`config.mk`:
```
export PLATFORM = sky130hd
export DESIGN_NAME = chlcd_regmodel
export DESIGN_NICKNAME = d
export VERILOG_FILES = /design/src/rtl/chlcd_pkg.sv /design/src/rtl/chlcd_bus_sampler.sv /design/src/rtl/chlcd_busy_timer.sv /design/src/rtl/chlcd_store.sv /design/src/rtl/chlcd_regmodel.sv
export SDC_FILE = /design/constraint.sdc
export NUM_CORES = 2
export LEC_CHECK = 0
export CAP_MARGIN = 20
export CELL_PAD_IN_SITES_DETAIL_PLACEMENT = 0
export CELL_PAD_IN_SITES_GLOBAL_PLACEMENT = 1
export CORE_MARGIN = 2
export CORE_UTILIZATION = 55
export CTS_BUF_LIST = sky130_fd_sc_hd__clkbuf_8
export DETAILED_ROUTE_END_ITERATION = 8
export HOLD_SLACK_MARGIN = 0.1
export MAX_ROUTING_LAYER = met4
export PLACE_DENSITY_LB_ADDON = 0.1
export SYNTH_ARGS = -nofsm -noshare
export SYNTH_HDL_FRONTEND = slang
export SYNTH_SLANG_ARGS = --single-unit
```
`constraint.sdc`:
```
create_clock -name clk -period 9 [get_ports clk]
set_input_delay 1.35 -clock clk [delete_from_list [all_inputs] [get_ports clk]]
set_output_delay 1.35 -clock clk [all_outputs]
set_load 0.01 [all_outputs]
```
`src/rtl/chlcd_pkg.sv`:
```
package chlcd_pkg;

  typedef enum logic [3:0] {
    OP_NONE,
    OP_CLEAR,
    OP_HOME,
    OP_ENTRY,
    OP_CTRL,
    OP_SHIFT,
    OP_FUNC,
    OP_SET_GLYPH,
    OP_SET_DISP
  } op_e;

  typedef struct packed {
    logic       valid;
    logic       sel_data;
    logic       read;
    logic [7:0] data;
  } bus_evt_t;

  localparam logic [7:0] BLANK_CODE = 8'h20;

  // The leading one decides the instruction, so bit positions are fixed.
  function automatic op_e decode_op(input logic [7:0] b);
    op_e o;
    casez (b)
      8'b1???????: o = OP_SET_DISP;
      8'b01??????: o = OP_SET_GLYPH;
      8'b001?????: o = OP_FUNC;
      8'b0001????: o = OP_SHIFT;
      8'b00001???: o = OP_CTRL;
      8'b000001??: o = OP_ENTRY;
      8'b0000001?: o = OP_HOME;
      8'b00000001: o = OP_CLEAR;
      default:     o = OP_NONE;
    endcase
    return o;
  endfunction

endpackage

```
`src/rtl/chlcd_bus_sampler.sv`:
```
module chlcd_bus_sampler
  import chlcd_pkg::*;
(
  input  logic       clk,
  input  logic       rst_n,
  input  logic       en_i,
  input  logic       sel_data_i,
  input  logic       read_i,
  input  logic [7:0] din_i,
  output bus_evt_t   evt_o
);

  logic       en_q, en_n;
  logic       sel_q, sel_n;
  logic       rd_q, rd_n;
  logic [7:0] dat_q, dat_n;

  always_comb begin
    en_n  = en_i;
    sel_n = sel_q;
    rd_n  = rd_q;
    dat_n = dat_q;
    if (en_i) begin
      sel_n = sel_data_i;
      rd_n  = read_i;
      dat_n = din_i;
    end
  end

  always_ff @(posedge clk or negedge rst_n) begin
    if (!rst_n) begin
      en_q  <= 1'b0;
      sel_q <= 1'b0;
      rd_q  <= 1'b0;
      dat_q <= 8'h00;
    end else begin
      en_q  <= en_n;
      sel_q <= sel_n;
      rd_q  <= rd_n;
      dat_q <= dat_n;
    end
  end

  always_comb begin
    evt_o.valid    = en_q && !en_i;
    evt_o.sel_data = sel_q;
    evt_o.read     = rd_q;
    evt_o.data     = dat_q;
  end

endmodule

```
`src/rtl/chlcd_busy_timer.sv`:
```
module chlcd_busy_timer #(
  parameter int LONG_CYC  = 82000,
  parameter int SHORT_CYC = 2000
) (
  input  logic clk,
  input  logic rst_n,
  input  logic start_long_i,
  input  logic start_short_i,
  output logic busy_o
);

  localparam int CW = (LONG_CYC > SHORT_CYC) ? $clog2(LONG_CYC + 1) : $clog2(SHORT_CYC + 1);

  logic          busy_q, busy_n;
  logic [CW-1:0] cnt_q, cnt_n;

  always_comb begin
    busy_n = busy_q;
    cnt_n  = cnt_q;
    if (start_long_i) begin
      busy_n = 1'b1;
      cnt_n  = CW'(LONG_CYC - 1);
    end else if (start_short_i) begin
      busy_n = 1'b1;
      cnt_n  = CW'(SHORT_CYC - 1);
    end else if (busy_q) begin
      if (cnt_q == '0) busy_n = 1'b0;
      else             cnt_n  = cnt_q - 1'b1;
    end
  end

  always_ff @(posedge clk or negedge rst_n) begin
    if (!rst_n) begin
      busy_q <= 1'b0;
      cnt_q  <= '0;
    end else begin
      busy_q <= busy_n;
      cnt_q  <= cnt_n;
    end
  end

  assign busy_o = busy_q;

  AST_BUSY_ENDS_AT_ZERO: assert property (@(posedge clk) disable iff (!rst_n)
    (busy_q && cnt_q == '0) |=> !busy_q);
  AST_NO_START_WHILE_BUSY: assert property (@(posedge clk) disable iff (!rst_n)
    busy_q |-> !(start_long_i || start_short_i));

endmodule

```
`src/rtl/chlcd_store.sv`:
```
module chlcd_store
  import chlcd_pkg::*;
#(
  parameter int DISP_DEPTH  = 80,
  parameter int GLYPH_DEPTH = 64,
  parameter int AW          = 7
) (
  input  logic          clk,
  input  logic          clear_i,
  input  logic          wr_disp_i,
  input  logic          wr_glyph_i,
  input  logic [AW-1:0] addr_i,
  input  logic [7:0]    wdata_i,
  input  logic          glyph_sel_i,
  output logic [7:0]    rdata_o
);

  localparam int GAW = $clog2(GLYPH_DEPTH);
  localparam logic [AW-1:0] DISP_END = AW'(DISP_DEPTH);

  logic [7:0] disp_q  [DISP_DEPTH];
  logic [7:0] glyph_q [GLYPH_DEPTH];
  logic       in_disp;

  assign in_disp = addr_i < DISP_END;

  always_ff @(posedge clk) begin
    if (clear_i) begin
      for (int i = 0; i < DISP_DEPTH; i++) disp_q[i] <= BLANK_CODE;
    end else if (wr_disp_i && in_disp) begin
      disp_q[addr_i] <= wdata_i;
    end
  end

  always_ff @(posedge clk) begin
    if (wr_glyph_i) glyph_q[addr_i[GAW-1:0]] <= wdata_i;
  end

  always_comb begin
    if (glyph_sel_i)  rdata_o = glyph_q[addr_i[GAW-1:0]];
    else if (in_disp) rdata_o = disp_q[addr_i];
    else              rdata_o = 8'h00;
  end

endmodule

```
`src/rtl/chlcd_regmodel.sv`:
```
module chlcd_regmodel
  import chlcd_pkg::*;
#(
  parameter int CLK_KHZ     = 50000,
  parameter int DISP_DEPTH  = 80,
  parameter int GLYPH_DEPTH = 64
) (
  input  logic       clk,
  input  logic       rst_n,
  input  logic       lcd_en,
  input  logic       lcd_sel_data,
  input  logic       lcd_read,
  input  logic [7:0] lcd_din,
  output logic [7:0] lcd_dout,
  output logic       lcd_doe
);

  localparam int AW        = 7;
  localparam int GAW       = $clog2(GLYPH_DEPTH);
  localparam int LONG_RAW  = (CLK_KHZ * 1640 + 999) / 1000;
  localparam int SHORT_RAW = (CLK_KHZ * 40 + 999) / 1000;
  localparam int LONG_CYC  = (LONG_RAW < 1) ? 1 : LONG_RAW;
  localparam int SHORT_CYC = (SHORT_RAW < 1) ? 1 : SHORT_RAW;
  localparam logic [AW-1:0] DISP_LAST = AW'(DISP_DEPTH - 1);
  localparam logic [AW-1:0] GLYPH_MASK = AW'((1 << GAW) - 1);

  bus_evt_t      evt;
  logic          busy;
  logic          accept, is_instr, is_data;
  op_e           op;
  logic [AW-1:0] ac_q, ac_n, ac_step;
  logic          up_q, up_n;
  logic          glyph_q, glyph_n;
  logic          start_long, start_short, clr_disp, wr_disp, wr_glyph;
  logic [7:0]    rdata;
  logic          drive;

  chlcd_bus_sampler u_sampler (
    .clk        (clk),
    .rst_n      (rst_n),
    .en_i       (lcd_en),
    .sel_data_i (lcd_sel_data),
    .read_i     (lcd_read),
    .din_i      (lcd_din),
    .evt_o      (evt)
  );

  chlcd_busy_timer #(
    .LONG_CYC  (LONG_CYC),
    .SHORT_CYC (SHORT_CYC)
  ) u_timer (
    .clk           (clk),
    .rst_n         (rst_n),
    .start_long_i  (start_long),
    .start_short_i (start_short),
    .busy_o        (busy)
  );

  chlcd_store #(
    .DISP_DEPTH  (DISP_DEPTH),
    .GLYPH_DEPTH (GLYPH_DEPTH),
    .AW          (AW)
  ) u_store (
    .clk         (clk),
    .clear_i     (clr_disp),
    .wr_disp_i   (wr_disp),
    .wr_glyph_i  (wr_glyph),
    .addr_i      (ac_q),
    .wdata_i     (evt.data),
    .glyph_sel_i (glyph_q),
    .rdata_o     (rdata)
  );

  assign accept   = evt.valid && !busy;
  assign is_instr = accept && !evt.sel_data && !evt.read;
  assign is_data  = accept && evt.sel_data;
  assign op       = decode_op(evt.data);

  // Address step after a memory access; glyph space wraps in GAW bits,
  // display space wraps at its last cell.
  always_comb begin
    if (glyph_q) begin
      ac_step = (up_q ? ac_q + 1'b1 : ac_q - 1'b1) & GLYPH_MASK;
    end else if (up_q) begin
      ac_step = (ac_q >= DISP_LAST) ? '0 : ac_q + 1'b1;
    end else begin
      ac_step = (ac_q == '0) ? DISP_LAST : ac_q - 1'b1;
    end
  end

  always_comb begin
    ac_n        = ac_q;
    up_n        = up_q;
    glyph_n     = glyph_q;
    start_long  = 1'b0;
    start_short = 1'b0;
    clr_disp    = 1'b0;
    wr_disp     = 1'b0;
    wr_glyph    = 1'b0;
    if (is_instr) begin
      case (op)
        OP_CLEAR: begin
          clr_disp   = 1'b1;
          ac_n       = '0;
          glyph_n    = 1'b0;
          start_long = 1'b1;
        end
        OP_HOME: begin
          ac_n       = '0;
          glyph_n    = 1'b0;
          start_long = 1'b1;
        end
        OP_ENTRY: begin
          up_n        = evt.data[1];
          start_short = 1'b1;
        end
        OP_CTRL, OP_SHIFT, OP_FUNC: begin
          start_short = 1'b1;
        end
        OP_SET_GLYPH: begin
          ac_n        = AW'(evt.data[GAW-1:0]);
          glyph_n     = 1'b1;
          start_short = 1'b1;
        end
        OP_SET_DISP: begin
          ac_n        = evt.data[AW-1:0];
          glyph_n     = 1'b0;
          start_short = 1'b1;
        end
        default: ;
      endcase
    end else if (is_data) begin
      wr_disp     = !evt.read && !glyph_q;
      wr_glyph    = !evt.read && glyph_q;
      ac_n        = ac_step;
      start_short = 1'b1;
    end
  end

  always_ff @(posedge clk or negedge rst_n) begin
    if (!rst_n) begin
      ac_q    <= '0;
      up_q    <= 1'b1;
      glyph_q <= 1'b0;
    end else begin
      ac_q    <= ac_n;
      up_q    <= up_n;
      glyph_q <= glyph_n;
    end
  end

  assign drive    = lcd_en && lcd_read;
  assign lcd_doe  = drive;
  assign lcd_dout = !drive ? 8'h00 : (lcd_sel_data ? rdata : {busy, ac_q});

  AST_BUSY_FREEZES_AC: assert property (@(posedge clk) disable iff (!rst_n)
    busy |=> $stable(ac_q));
  AST_GLYPH_ADDR_RANGE: assert property (@(posedge clk) disable iff (!rst_n)
    glyph_q |-> ((ac_q & ~GLYPH_MASK) == '0));
  AST_DISP_UP_WRAP: assert property (@(posedge clk) disable iff (!rst_n)
    (is_data && !glyph_q && up_q && ac_q == DISP_LAST) |=> (ac_q == '0));
  AST_CLEAR_RESULT: assert property (@(posedge clk) disable iff (!rst_n)
    (is_instr && op == OP_CLEAR) |=> (ac_q == '0 && busy && !glyph_q));

endmodule

```
# [Word level (Yosys, flattened, before mapping)]
# Memory sizes are Yosys's and may differ from the RTL's.
# Index checks and enable logic that the tools add are counted.
[op_classes] n_addsub=3 n_lt_le_gt_ge=2 eq_ne=17 muxes=43 n_reduce_logical=27
[ops] operator="two-way mux 17 bit" n=4
[ops] operator="two-way mux 7 bit" n=7
[ops] operator="two-way mux 8 bit" n=5
[ops] operator="one-hot mux 4 bit (8 select lines)" n=1
[ops] operator="two-way mux 1 bit" n=23
[ops] operator="one-hot mux 7 bit (3 select lines)" n=1
[ops] operator="logical NOT 17 bit" n=1
[ops] operator="subtractor 17 x 1 -> 17 bit (second input constant)" n=1
[ops] operator="== test 4 x 3 -> 1 bit (second input constant)" n=4
[ops] operator="logical AND 1 bit" n=9
[ops] operator="== test 4 x 1 -> 1 bit (second input constant)" n=2
[ops] operator="== test 4 x 2 -> 1 bit (second input constant)" n=2
[ops] operator="== test 8 x 1 -> 1 bit (second input constant)" n=1
[ops] operator="AND reduction 2 bit" n=4
[ops] operator="OR reduction 8 bit" n=1
[ops] operator="adder 7 x 1 -> 7 bit (second input constant)" n=1
[ops] operator="== test 7 x 1 -> 1 bit (second input constant)" n=1
[ops] operator=">= comparator 7 bit (second input constant)" n=1
[ops] operator="logical NOT 7 bit" n=1
[ops] operator="less-than comparator 7 bit (second input constant)" n=1
[ops] operator="subtractor 7 x 1 -> 7 bit (second input constant)" n=1
[ops] operator="== test 6 x 1 -> 1 bit (second input constant)" n=1
[ops] operator="two-way mux 6 bit" n=1
[ops] operator="OR reduction 6 bit" n=1
[ops] operator="other kinds (12)" n=17
[totals] ff_bits=38 ramBits=1152 input_bits=13 output_inout_bits=9 wordCells=103 mem_count=2
[memory_table] memory="u_store.disp_q" words=80 width=8 read_ports=1 rd_clocked_by_memory_dff=0 wr=80 line="chlcd_store.sv:21" source="logic [7:0] disp_q [DISP_DEPTH];"
[memory_table] memory="u_store.glyph_q" words=64 width=8 read_ports=1 rd_clocked_by_memory_dff=0 wr=1 line="chlcd_store.sv:22" source="logic [7:0] glyph_q [GLYPH_DEPTH];"

# [Logic depth before layout (Yosys ltp)]
[depth] depth_word=12 ltp_mapped=13 depth_no_buf=9

# [By module]
# A second synthesis with hierarchy kept.
[hier_totals] cells_unflattened=3835 hier_area_um2=55921.1
[by_module_without_submodules] mod="chlcd_store" n_inst=1 cells_per_inst=3562 area_each_um2=53390.0 seq_area_each_um2=37475.9
[by_module_without_submodules] mod="chlcd_regmodel" n_inst=1 cells_per_inst=138 area_each_um2=1039.7 seq_area_each_um2=226.5
[by_module_without_submodules] mod="chlcd_busy_timer" n_inst=1 cells_per_inst=110 area_each_um2=1034.7 seq_area_each_um2=450.4
[by_module_without_submodules] mod="chlcd_bus_sampler" n_inst=1 cells_per_inst=25 area_each_um2=456.7 seq_area_each_um2=275.3

# [Worst setup path before layout]
# Ideal clock, no wire load.
[synth_path] kind="reg-to-output" from="register ac_q[0]" to="output port lcd_dout[3]" arrival_time_ns=2.340 required_time_ns=7.650 path_slack_ns=5.310 stages_incl_launch_ff=11 path_buffers=3 path_cell_list="dfrtp_1 > buf_2 > buf_4 > buf_2 > mux2_2 > a22oi_1 > nor2_1 > a2111oi_0 > nor3_1 > a2111oi_0 > o22ai_1"
[synth_via] elab_chain_cells=5 word_cells_on_any_way=7 cone_classes="order compare (1); mux (4); memory (2)"
[synth_rtl] element="start: declaration" line="chlcd_regmodel.sv:31" source="logic [AW-1:0] ac_q, ac_n, ac_step;"
[synth_rtl] element="start signal: assignment" line="chlcd_regmodel.sv:146" source="ac_q <= ac_n;"
[synth_rtl] element="memory (80 x 8 bit) or less-than comparator 7 bit (tied branches)"
[synth_rtl] element="two-way mux 8 bit" line="chlcd_store.sv:41" source="else if (in_disp) rdata_o = disp_q[addr_i];"
[synth_rtl] element="two-way mux 8 bit *" line="chlcd_store.sv:40" source="if (glyph_sel_i) rdata_o = glyph_q[addr_i[GAW-1:0]];"
[synth_rtl] element="two-way mux 8 bit * (2 in a row)" line="chlcd_regmodel.sv:154" source="assign lcd_dout = !drive ? 8'h00 : (lcd_sel_data ? rdata : {busy, ac_q});"
[synth_rtl] element="end: declaration" line="chlcd_regmodel.sv:14" source="output logic [7:0] lcd_dout,"
# Mark *: on every way between the ends. The rest lies on a longest branch, timed or not.

# [Worst setup path after layout]
[layout_path] from="register ac_q[1]" to="output port lcd_dout[7]"
# The elaborated chain is that of the path after synthesis.

==> flow_metrics.py <==
metrics = {
    "synthesis": {
        "async_flop_share": 0.0249,
        "synth.area.top_cells": "edfxtp_1 (72%), and2_1 (5.7%), a22oi_1 (4.7%), o22ai_1 (1.6%), dfrtp_1 (1.5%)",
        "seq_area_frac_synth": 0.732,
        "ys_ff_latch": 1526,
        "syn_inst": 4183,
        "syn_area_per_cell_um2": 14.9,
        "netlist.area_leader.share": 0.717,
        "netlist_area_mm2": 0.0623,
        "yosysTopAreaCell": "edfxtp_1",
        "synth_edf_count": 1488,
        "yosysWarningCount": 0,
        "ys_types": 78,
        "synthFlopType": "edfxtp_1",
    },
    "setup_path": {
        "critPathCaptureType": "output port",
        "worstPathArrival_ns": 6.04,
        "required_ns": 7.65,
        "cp_num_cells": 9,
        "crit_path_start": "ac_q[1]",
        "critical_path.slowest_cell": "dfrtp_4",
        "critPathLaunchType": "register",
        "crit_end": "lcd_dout[7]",
        "crit_top_cell": "buf_4",
        "worstSetupPathType": "register to output port",
        "cp_slowest_stage_delay_ns": 1.04,
        "worst-path-buf-inv": 3,
        "crit_path_cell_trace": "buf_4 > nor3_2 > buf_4 > a22oi_1 > a41oi_1 > o41ai_1 > nand4_1 > a22o_1 > clkdlybuf4s50_1",
        "r2r_slack_ns": 4.61,
        "crit_family": "compound AO/OA/AOI/OAI gates",
        "r2r_end": "u_store.disp_q[45][4]",
        "r2r_cells": 5,
        "path_max_fanout": 61,
        "r2r-start": "ac_q[0]",
    },
    "routing": {
        "drtPass1Iterations": 6,
        "drc": 0,
        "post_drt_wl_per_cell_um": 28.8,
        "vias": 39600,
        "first_iter_violations": 5365,
        "ant_nets": 0,
        "routed_wl_um": 181000,
        "routed_via_density": 6.30,
    },
    "cts": {
        "clk_latency_ns": 0.93,
        "cts_setup_buffers": 0,
        "ctsResizeCount": 0,
        "clk_pin_slew_ns": 0.06,
        "cts_made_buffers": 235,
        "cts_buffer_depth": 3,
        "clockRootBuffer": "clkbuf_8",
        "h-tree-depth": 4,
        "cts_sinks": 1526,
        "cts_tree": "yes",
        "hold_buffers": 0,
    },
    "grt": {
        "grt_pass1_vias": 38500,
        "grt.overflow.total": 0,
        "grt_pass1_wl_um": 262000,
        "grt_start_max_net_pins": 109,
        "grt_usage": 0.321,
        "antenna_found_initial": 3,
    },
    "sta": {
        "final_max_slew_viol_count": 0,
        "timing.final.crit_share": 0.821,
        "whs_ns": 0.476,
        "tns_ns": 0,
        "finalClockSkew_ns": 0.0518,
        "hold_viol_final": 0,
        "fin_ws_ns": 1.61,
        "min_period_ns": 7.39,
        "slew_headroom": 0.224,
        "timing.fmax_mhz": 135,
        "tightest_slew_ns": 1.16,
        "finalSetupViolations": 0,
        "rsz0062_at_grt": "false",
    },
    "floorplanning": {
        "core_mm2": 0.112,
        "core.rowCount": 123,
        "io_pins": 22,
        "fp.dieH_um": 341,
        "initial_core_util": 0.554,
        "die_x_um": 341,
        "die_area_mm2": 0.116,
    },
    "placed_design": {
        "pre_cts_slack_ns": 2.73,
        "placedCellCount": 5847,
        "place_area_mm2": 0.0656,
        "place_congestion": 0.879,
        "io_buffers": 21,
        "hpwl_um": 109000,
    },
    "hold_path": {
        "hold_path.class": "register to register",
        "hold_depth": 1,
    },
    "finish": {
        "design_area_mm2": 0.0698,
        "fillers": 8651,
        "nets": 4615,
        "utilization": 0.621,
        "drive_above_1_share": 0.117,
        "syn_to_final_growth_pct": 12.1,
        "post_layout_nonfiller_instances": 6292,
    },
    "outcome": {
        "outcome": "finished clean",
    },
    "flow_run": {
        "cap_violations": 0,
    },
    "power_and_ir_drop": {
        "leakage_nw": 22.2,
        "power_density_mw_per_mm2": 194,
        "finalPower_mw": 13.5,
        "ir_drop_v": 0.000167,
    },
}
## layout make-up
type	instances	area, um2	share of cell area
Clock buffer	236	3250	0.0465
Antenna cell	9	22.5	0.000322
Sequential cell	1526	45700	0.654
Multi-Input combinational cell	2628	16500	0.237
Timing Repair Buffer	186	1480	0.0212
Clock inverter	185	913	0.0131
Tap cell	1500	1880	0.0269
Inverter	22	82.6	0.00118
## Yosys cell counts (all sizes together) (21+ instances only)
library cell,count
a21oi,58
a221oi,40
a22o,31
a22oi,390
a41oi,65
and2,565
buf,113
clkbuf,229
dfrtp,37
edfxtp,1488
mux2,53
mux2i,30
nand2,84
nand4,27
nor2,210
nor3,40
nor4,22
o21ai,122
o221ai,41
o22ai,164
o41ai,21
or3,83
## state kept, by name (all words and copies together), names as in the netlist
| register | flops |
|---|---|
| u_store.glyph_q | 512 |
| up_q | 1 |
| u_store.disp_q | 976 |
| u_sampler.en_q | 1 |
| u_sampler.sel_q | 1 |
| u_timer.busy_o | 1 |
| u_sampler.dat_q | 8 |
| u_sampler.rd_q | 1 |
| ac_q | 7 |
| glyph_q | 1 |
| u_timer.cnt_q | 17 |
## cell usage in the layout (no fill, tap or decap), drive strengths merged, types with 31 or more instances in the layout
master / synthesis / layout
a22oi: 390 / 390
o22ai: 164 / 164
o221ai: 41 / 41
a41oi: 65 / 65
inv: 19 / 96
edfxtp: 1488 / 1488
and2: 565 / 565
a21oi: 58 / 58
clkinv: 3 / 103
a22o: 31 / 31
or3: 83 / 83
nor3: 40 / 40
a221oi: 40 / 40
dfrtp: 37 / 37
nand2: 84 / 84
o21ai: 122 / 122
clkbuf: 229 / 241
buf: 113 / 161
conb: 1 / 336
nor2: 210 / 210
mux2: 53 / 53
## logic make-up (layout without fill, tap and decap cells)
family | Yosys count | in the layout | synth area share
AND/OR/NAND/NOR | 1124 | 1124 | 0.102
AO/OA/AOI/OAI | 1064 | 1064 | 0.123
flip-flops | 1526 | 1526 | 0.732
multiplexers | 91 | 91 | 0.0173
other | 1 | 345 | 0.0000602
XOR/XNOR | 10 | 10 | 0.00141
adder cells (fa/ha/maj) | 3 | 3 | 0.000602
buffers and inverters | 364 | 629 | 0.0236
## worst min path at each step
stage / startpoint / to / slack, ns
after global routing: u_timer.cnt_q[15] / u_timer.cnt_q[15] / 0.50
after CTS: u_timer.cnt_q[15] / u_timer.cnt_q[15] / 0.48
after global placement: u_timer.cnt_q[15] / u_timer.cnt_q[15] / 0.45
after detailed placement: u_timer.cnt_q[15] / u_timer.cnt_q[15] / 0.47
after floorplan: u_timer.cnt_q[15] / u_timer.cnt_q[15] / 0.44
final: u_timer.cnt_q[15] / u_timer.cnt_q[15] / 0.48
## power breakdown
| part | total [mW] | switching [mW] | internal [mW] |
|---|---|---|---|
| Clock | 5.24 | 2.71 | 2.53 |
| Sequential | 8.04 | 0.0779 | 7.96 |
| Combinational | 0.277 | 0.235 | 0.0420 |
| Total | 13.5 | 3.02 | 10.5 |
## worst reg2reg max path: stages (launching register included)
cell     delay [ns]
dfrtp_4        1.13
and3b_4        0.56
buf_12         0.49
nand2_1        0.57
buf_4          0.35
o21ai_0        0.88
## metal layers
| metal | global-route usage | share of wire |
|---|---|---|
| met5 | - | 0 |
| met4 | 0.106 | 0.031 |
| met3 | 0.0663 | 0.10 |
| met2 | 0.468 | 0.45 |
| met1 | 0.457 | 0.42 |
Power figures use the tool's default switching activity.
